--- src/rtl/cclk_pkg.sv ---
package cclk_pkg;
    localparam int ADDR_W = 8;
    localparam int DATA_W = 8;
    localparam logic [ADDR_W-1:0] ADDR_DIV  = 8'h00;
    localparam logic [ADDR_W-1:0] ADDR_LIVE = 8'h01;
    localparam logic [DATA_W-1:0] DIV_DEFAULT  = 8'd4;
    localparam logic [DATA_W-1:0] LIVE_DEFAULT = 8'h00;
    localparam int SYNC_STAGES = 2;
endpackage

--- src/rtl/cclk_rst_sync.sv ---
module cclk_rst_sync #(
    parameter int STAGES = 2
) (
    input  logic clk,
    input  logic arst_n,
    output logic rel_o
);
    logic [STAGES-1:0] chain_d, chain_q;

    always_comb begin
        chain_d = {chain_q[STAGES-2:0], 1'b1};
    end

    always_ff @(posedge clk or negedge arst_n) begin
        if (!arst_n) chain_q <= '0;
        else         chain_q <= chain_d;
    end

    assign rel_o = chain_q[STAGES-1];


    sync_chain_chk: assert property (@(posedge clk) disable iff (!arst_n)
        chain_q[STAGES-1] |-> $past(chain_q[STAGES-2]));
endmodule

--- src/rtl/cclk_spi_cfg.sv ---
module cclk_spi_cfg
    import cclk_pkg::*;
#(
    parameter int AW = ADDR_W,
    parameter int DW = DATA_W,
    parameter logic [DW-1:0] DIV_RST  = DIV_DEFAULT,
    parameter logic [DW-1:0] LIVE_RST = LIVE_DEFAULT
) (
    input  logic          clk,
    input  logic          por_n,
    input  logic          run_i,
    input  logic          sck_i,
    input  logic          cs_n_i,
    input  logic          mosi_i,
    output logic [DW-1:0] div_o,
    output logic [DW-1:0] live_o
);
    localparam int FRAME_BITS = AW + DW;
    localparam int CNT_W = $clog2(FRAME_BITS + 1);

    typedef struct packed {
        logic [2:0]            s1;
        logic [2:0]            s2;
        logic                  sck_prev;
        logic [FRAME_BITS-2:0] shift;
        logic [CNT_W-1:0]      bits;
        logic [DW-1:0]         div;
        logic [DW-1:0]         live;
    } spi_st_t;

    spi_st_t st_d, st_q;
    logic                  sck_s, cs_n_s, mosi_s;
    logic [FRAME_BITS-1:0] word;
    logic [AW-1:0]         waddr;
    logic [DW-1:0]         wdata;
    logic [DW-1:0]         div_fix;

    always_comb begin
        st_d = st_q;
        sck_s  = st_q.s2[2];
        cs_n_s = st_q.s2[1];
        mosi_s = st_q.s2[0];
        st_d.s1 = {sck_i, cs_n_i, mosi_i};
        st_d.s2 = st_q.s1;
        st_d.sck_prev = sck_s;
        word  = {st_q.shift, mosi_s};
        waddr = word[FRAME_BITS-1:DW];
        wdata = word[DW-1:0];
        div_fix = {wdata[DW-1:1], 1'b0};
        if (div_fix < DW'(2)) div_fix = DW'(2);
        if (cs_n_s) begin
            st_d.bits = '0;
        end else if (sck_s && !st_q.sck_prev) begin
            if (st_q.bits == CNT_W'(FRAME_BITS - 1)) begin
                st_d.bits = '0;
                if (waddr == ADDR_DIV && !run_i) st_d.div  = div_fix;
                if (waddr == ADDR_LIVE)          st_d.live = wdata;
            end else begin
                st_d.shift = {st_q.shift[FRAME_BITS-3:0], mosi_s};
                st_d.bits  = st_q.bits + CNT_W'(1);
            end
        end
    end

    always_ff @(posedge clk or negedge por_n) begin
        if (!por_n) begin
            st_q.s1       <= 3'b010;
            st_q.s2       <= 3'b010;
            st_q.sck_prev <= 1'b0;
            st_q.shift    <= '0;
            st_q.bits     <= '0;
            st_q.div      <= DIV_RST;
            st_q.live     <= LIVE_RST;
        end else begin
            st_q <= st_d;
        end
    end

    assign div_o  = st_q.div;
    assign live_o = st_q.live;


    div_legal_chk: assert property (@(posedge clk) disable iff (!por_n)
        (st_q.div[0] == 1'b0) && (st_q.div >= DW'(2)));

    div_lock_chk: assert property (@(posedge clk) disable iff (!por_n)
        run_i |=> $stable(st_q.div));
endmodule

--- src/rtl/cclk_core_div.sv ---
module cclk_core_div
    import cclk_pkg::*;
#(
    parameter int DW = DATA_W
) (
    input  logic          clk,
    input  logic          arst_n,
    input  logic          rel_i,
    input  logic [DW-1:0] div_i,
    output logic          core_clk_o,
    output logic          core_ce_o,
    output logic          run_o
);
    typedef struct packed {
        logic          dly;
        logic          run;
        logic          cclk;
        logic          ce;
        logic [DW-1:0] cnt;
    } div_st_t;

    div_st_t st_d, st_q;
    logic [DW-1:0] half;

    always_comb begin
        st_d    = st_q;
        st_d.ce = 1'b0;
        half    = div_i >> 1;
        if (!rel_i) begin
            st_d = '0;
        end else if (!st_q.run) begin
            if (st_q.dly) begin
                st_d.run  = 1'b1;
                st_d.cclk = 1'b1;
                st_d.ce   = 1'b1;
                st_d.cnt  = '0;
            end else begin
                st_d.dly = 1'b1;
            end
        end else if (st_q.cnt == half - DW'(1)) begin
            st_d.cnt  = '0;
            st_d.cclk = !st_q.cclk;
            st_d.ce   = !st_q.cclk;
        end else begin
            st_d.cnt = st_q.cnt + DW'(1);
        end
    end

    always_ff @(posedge clk or negedge arst_n) begin
        if (!arst_n) st_q <= '0;
        else         st_q <= st_d;
    end

    assign core_clk_o = st_q.cclk;
    assign core_ce_o  = st_q.ce;
    assign run_o      = st_q.run;


    ce_on_rise_chk: assert property (@(posedge clk) disable iff (!arst_n)
        st_q.ce |-> (st_q.cclk && !$past(st_q.cclk)));

    clk_needs_run_chk: assert property (@(posedge clk) disable iff (!arst_n)
        st_q.cclk |-> st_q.run);

    start_delay_chk: assert property (@(posedge clk) disable iff (!arst_n)
        $rose(st_q.run) |-> ($past(rel_i) && $past(rel_i, 2)));
endmodule

--- src/rtl/coreclk_seq_top.sv ---
module coreclk_seq_top
    import cclk_pkg::*;
(
    input  logic              sys_clk,
    input  logic              por_n,
    input  logic              ext_rst_n,
    input  logic              spi_sck,
    input  logic              spi_cs_n,
    input  logic              spi_mosi,
    output logic              core_clk,
    output logic              core_ce,
    output logic              seq_running,
    output logic [DATA_W-1:0] live_cfg
);
    logic              rst_core_n;
    logic              rel;
    logic [DATA_W-1:0] div_val;

    assign rst_core_n = por_n & ext_rst_n;

    cclk_rst_sync #(.STAGES(SYNC_STAGES)) u_sync (
        .clk    (sys_clk),
        .arst_n (rst_core_n),
        .rel_o  (rel)
    );

    cclk_spi_cfg #(.AW(ADDR_W), .DW(DATA_W)) u_cfg (
        .clk    (sys_clk),
        .por_n  (por_n),
        .run_i  (seq_running),
        .sck_i  (spi_sck),
        .cs_n_i (spi_cs_n),
        .mosi_i (spi_mosi),
        .div_o  (div_val),
        .live_o (live_cfg)
    );

    cclk_core_div #(.DW(DATA_W)) u_div (
        .clk        (sys_clk),
        .arst_n     (rst_core_n),
        .rel_i      (rel),
        .div_i      (div_val),
        .core_clk_o (core_clk),
        .core_ce_o  (core_ce),
        .run_o      (seq_running)
    );
endmodule

--- config.mk ---
export PLATFORM = sky130hd
export DESIGN_NAME = coreclk_seq_top
export DESIGN_NICKNAME = d
export VERILOG_FILES = /design/src/rtl/cclk_pkg.sv /design/src/rtl/cclk_rst_sync.sv /design/src/rtl/cclk_spi_cfg.sv /design/src/rtl/cclk_core_div.sv /design/src/rtl/coreclk_seq_top.sv
export SDC_FILE = /design/constraint.sdc
export NUM_CORES = 1
export LEC_CHECK = 0
export BUFFER_PORTS_ARGS = -buffer_cell sky130_fd_sc_hd__clkbuf_2
export CAP_MARGIN = 20
export CORE_ASPECT_RATIO = 1.25
export CORE_UTILIZATION = 59
export DETAILED_ROUTE_END_ITERATION = 10
export PLACE_DENSITY = 0.82
export SETUP_SLACK_MARGIN = 0.02
export SYNTH_ARGS = -nofsm -noshare
export SYNTH_HDL_FRONTEND = slang
export SYNTH_SLANG_ARGS = --single-unit
--- constraint.sdc ---
create_clock -name sys_clk -period 5.6 [get_ports sys_clk]
set_input_delay 0.56 -clock sys_clk [delete_from_list [all_inputs] [get_ports sys_clk]]
set_output_delay 0.56 -clock sys_clk [all_outputs]
set_load 0.005 [all_outputs]
## Word-level counts from Yosys, hierarchy flattened

Cells that the tools add are included.

- Register bits after elaboration: 57
- Input bits: 6
- Output and inout bits: 11

- $add $sub $neg: 3
- Order comparisons: 1
- Equality and inequality tests: 6
- Muxes and demuxes: 13
- Bitwise gates (word level): 3
- Reductions and logical operators: 11

Operators with widths:

| kind | number |
|---|---|
| $mux W8 | 4 |
| $mux W21 | 1 |
| $mux W16 | 1 |
| $mux W12 | 1 |
| $mux W11 | 1 |
| $mux W10 | 1 |
| $mux W5 | 2 |
| $add A8 B1 Y8 const B | 1 |
| $eq A8 B1 Y1 const B | 1 |
| $eq A8 B8 Y1 | 1 |
| $logic_not A8 Y1 | 1 |
| $lt A8 B2 Y1 const B | 1 |
| $reduce_and A4 Y1 | 2 |
| $sub A7 B1 Y8 const B | 1 |
| $add A5 B1 Y5 const B | 1 |
| $eq A5 B4 Y1 const B | 1 |
| $mux W2 | 2 |
| $logic_not A1 Y1 | 3 |
| $ne A3 B1 Y1 const B | 1 |
| $ne A3 B3 Y1 const B | 1 |
| $reduce_and A3 Y1 | 1 |
| $logic_and A1 B1 Y1 | 2 |
| $ne A2 B2 Y1 const B | 1 |
| $not A1 Y1 | 2 |
| 3 further kinds | 3 |

## Depth between registers and ports, before layout

- Depth in word-level cells: 6
- Depth in mapped cells: 10
- Depth with buffers taken out: 8

## Hierarchy

A second synthesis with hierarchy kept.

- Cells, all modules: 225
- Area total of the unflattened synthesis: 2,788.9 µm²

By module, submodules not included:

| module | instances | cells each | area each (µm²) | sequential area each (µm²) |
|---|---|---|---|---|
| cclk_spi_cfg | 1 | 122 | 1,820.5 | 1,054.8 |
| cclk_core_div | 1 | 99 | 908.4 | 300.3 |
| cclk_rst_sync | 1 | 3 | 53.8 | 50.0 |
| coreclk_seq_top | 1 | 1 | 6.3 | 0.0 |

## Worst setup path after synthesis

Ideal clock, no wire load.

- Path kind: register to register
- Start point: register u_cfg.st_q (netlist bit u_cfg.div_o[2])
- End point: register u_div.st_q[2] (netlist bit)
- Setup time: 125 ps
- Arrival time: 1,956 ps
- Required time: 5,475 ps
- Path slack: 3,519 ps
- Stages on the path, launching flop included: 10
- Buffers on the path: 1
- Period minus slack after synthesis: 2,081 ps
- Cells stage by stage: dfstp_2 > inv_1 > ha_1 > buf_4 > xnor2_1 > a21o_2 > o21ai_0 > nand4_4 > o211ai_4 > nor2_1

- Cells in the longest elaborated chain, start to end: 5

Ends and longest elaborated chain:

| element | RTL line | source |
|---|---|---|
| start, declared | cclk_spi_cfg.sv:31 | `spi_st_t st_d, st_q;` |
| start signal, assigned | cclk_spi_cfg.sv:75 | `st_q <= st_d;` |
| $sub A7 B1 Y8 | cclk_core_div.sv:40 | `end else if (st_q.cnt == half - DW'(1)) begin` |
| $eq A8 B8 Y1 | cclk_core_div.sv:40 |  |
| $mux W8 | cclk_core_div.sv:40 |  |
| $mux W10 | cclk_core_div.sv:31 | `end else if (!st_q.run) begin` |
| $mux W12 | cclk_core_div.sv:29 | `if (!rel_i) begin` |
| end signal, assigned | cclk_core_div.sv:51 | `else st_q <= st_d;` |
| end, declared | cclk_core_div.sv:22 | `div_st_t st_d, st_q;` |

Every way passes these cells.
A chain may end at the register's enable or synchronous reset.

## Worst setup path in the final report

- Start point: register u_cfg.st_q (netlist bit u_cfg.div_o[2])
- End point: register u_div.st_q[1] (netlist bit)

The elaborated chain is that of the path after synthesis.

==> flow_metrics.tcl <==
set metrics [dict create \
    status "finished, final reports clean" \
    critical-path-max-stage-delay_ps 590 \
    cp-end-kind "flop" \
    crit_family "compound AO/OA/AOI/OAI gates" \
    maxCapViolCount 0 \
    synthFlopType "dfrtp_1" \
    ys_seq_area_share_pct 54.2 \
    worstPathCellList "inv_1 -> ha_1 -> xnor2_1 -> a21o_2 -> o21ai_0 -> nand4_4 -> a32oi_1 -> nor2b_1" \
    fin_util_pct 66.8 \
    finalHoldViolations 0 \
    dr.pass1.iters 4 \
    final_nets 233 \
    drive_gt1_share_pct 28.4 \
    dp_hpwl_um 2910 \
    synth_compound_area_share_pct 7.77 \
    crit_path_start "u_cfg.div_o[2]" \
    crit_slowest_cell "dfstp_2" \
    powerDensity_nw_per_um2 306 \
    synth_area_um2 2590 \
    dieArea_um2 4660 \
    synthTopCellsByArea "dfrtp_1 51%, mux2_2 12%, buf_4 3.2%, dfstp_2 3.0%, xor2_1 2.7%" \
    vias_per_cell 5.78 \
    synth_mux_area_share_pct 11.7 \
    route.detailed.drc 0 \
    relSlewSlack_pct 59.0 \
    clock_skew_ps 6.05 \
    slew_viol_final 0 \
    ys_warn_count 0 \
    synth_area_per_cell_um2 12.1 \
    cp-start-kind "flop" \
    p_leak_nw 1.33 \
    grt_use_total_pct 21.4 \
    die_h_um 76.1 \
    initial_core_util_pct 62.3 \
    drtIter0Drc 62 \
    clk_latency_ps 300 \
    ctsResizeCount 0 \
    tightest_slew_ps 613 \
    synth_edf_count 0 \
    vias 1623 \
    hold_buffers 0 \
    synthTopCellsByCount "53 x dfrtp_1, 27 x mux2_2, 16 x nor2_1" \
    die_w_um 61.3 \
    worst-path-max-fanout 9 \
    synth_top_area_share_pct 51.2 \
    antenna_found_initial 0 \
    wirelength_um 4470 \
    fin_crit_sh_pct 40.4 \
    grt-ovfl-total 0 \
    grt_first_pass_wirelength_um 7490 \
    synth_fa_ha_area_share_pct 1.45 \
    grt_pass1_vias 1626 \
    arrival_ps 2450 \
    synth_xor_area_share_pct 5.07 \
    period_minus_slack_ps 2260 \
    num_rows 26 \
    cts_buffer_depth 2 \
    ios 17 \
    root_buffer "clkbuf_8" \
    setup-tns-final_ps 0 \
    yosys.area_share.simple_pct 15.0 \
    reg2reg_depth 8 \
    insertedDiodeCount 0 \
    nFillCells 337 \
    globalplace.congestion 0.818 \
    async_reset_ff_share_pct 100 \
    synth.most_common_cell "dfrtp_1" \
    cts.sinks 56 \
    tritoncts "yes" \
    hold_class "input port to async pin" \
    r2r_setup_slack_ps 3340 \
    postCtsSetupBuffers 0 \
    vdd_drop_max_mv 0.262 \
    cp.depth 8 \
    netlist_instances 215 \
    setup_violations 0 \
    synth_seq_cells 56 \
    synth_top_cell_by_area "dfrtp_1" \
    grt_max_degree 44 \
    yosysUniqueCellTypes 47 \
    htreeDepth 2 \
    wl_per_cell_um 15.9 \
    synthesis.nets 224 \
    cts_buffers 5 \
    synthToLayoutAreaGrowth_pct 7.29 \
    required_ps 5790 \
    r2r_start "u_cfg.div_o[2]" \
    synth_top_family_by_area "simple AND/OR/NAND/NOR gates" \
    crit_type "flop to flop" \
    clk_pin_slew_ps 100 \
    detail-route-antenna-nets 0 \
    max_freq_mhz 442 \
    fp.coreArea_um2 4160 \
    rsz0062_at_grt "no" \
    path_buf_inv 1 \
    place.port_buffers 16 \
]
[path summary, 6_finish.rpt]
kind / endpoint
setup reg to reg: u_div.st_q[1]
hold reg to reg: u_sync.chain_q[1]
setup / recovery: u_div.st_q[1]
min in group sys_clk: u_cfg.st_d[38]
max in group asynchronous: u_div.st_q[1]
hold / removal: u_cfg.st_q[36]
[through the flow]
stage                     hold WS, ps  power, mW  area (um^2)  worst slack (ps)  cells
after CTS                         318      0.858         2780              3340    281
after global routing              319      0.883         2780              3150    281
final                             309      0.851         2780              3340    281
after detailed placement          336      0.553         2650              3400    273
after global placement            335      0.548         2650              3440    273
after floorplan                   264      0.523         2590              3520    215
[layout make-up]
cell class | instances | area (um^2) | share of cell area, %
sequential | 56 | 1410 | 50.5
clock inverter | 2 | 60.1 | 2.16
inverter | 5 | 18.8 | 0.675
timing repair buffer | 17 | 87.6 | 3.15
multi-input combinational | 139 | 1070 | 38.4
clock buffer | 6 | 72.6 | 2.61
tap | 56 | 70.1 | 2.52
[routing by layer]
metal / up-vias / part of all wire [%] / track usage (%)
met5: - / 0 / 0
met4: 0 / 1.9 / 7.27
met3: 7 / 3.4 / 4.58
met2: 34 / 50 / 32.2
met1: 819 / 44 / 30.5
li1: 763 / - / -
[state kept, by name, indices dropped and copies added, names as in the netlist]
name              cells
u_cfg.st_q           21
u_div.st_q            9
u_cfg.live_o          8
u_cfg.div_o           7
u_cfg.st_d            3
u_sync.chain_q        2
u_cfg.cs_n_s          1
u_cfg.mosi_s          1
u_cfg.sck_s           1
u_div.core_ce_o       1
u_div.core_clk_o      1
u_div.run_o           1
[report_power, final]
group | internal, mW | switching (mW)
logic | 0.0351 | 0.0318
clock network | 0.179 | 0.126
registers | 0.439 | 0.0407
total | 0.653 | 0.198
[cells by family (layout without fill, tap and decap cells)]
kind of cell	after synthesis	after routing
AND/OR/NAND/NOR	64	64
flip-flops	56	56
AO/OA/AOI/OAI	29	29
multiplexers	27	27
buffers and inverters	20	30
XOR/XNOR	15	15
adder cells (fa/ha/maj)	3	3
other	1	1
[cells in the final DEF, fill, tap and decap left out, types with 5 or more instances in the layout]
| master | n |
|---|---|
| inv_1 | 5 |
| o21ai_0 | 5 |
| a21oi_1 | 8 |
| nand3_1 | 8 |
| clkbuf_2 | 16 |
| mux2_2 | 27 |
| nor2_1 | 16 |
| clkbuf_8 | 5 |
| nand2_1 | 9 |
| xnor2_1 | 7 |
| dfrtp_1 | 53 |
| xor2_1 | 8 |
Note: power is estimated with default switching activity, not from simulation.
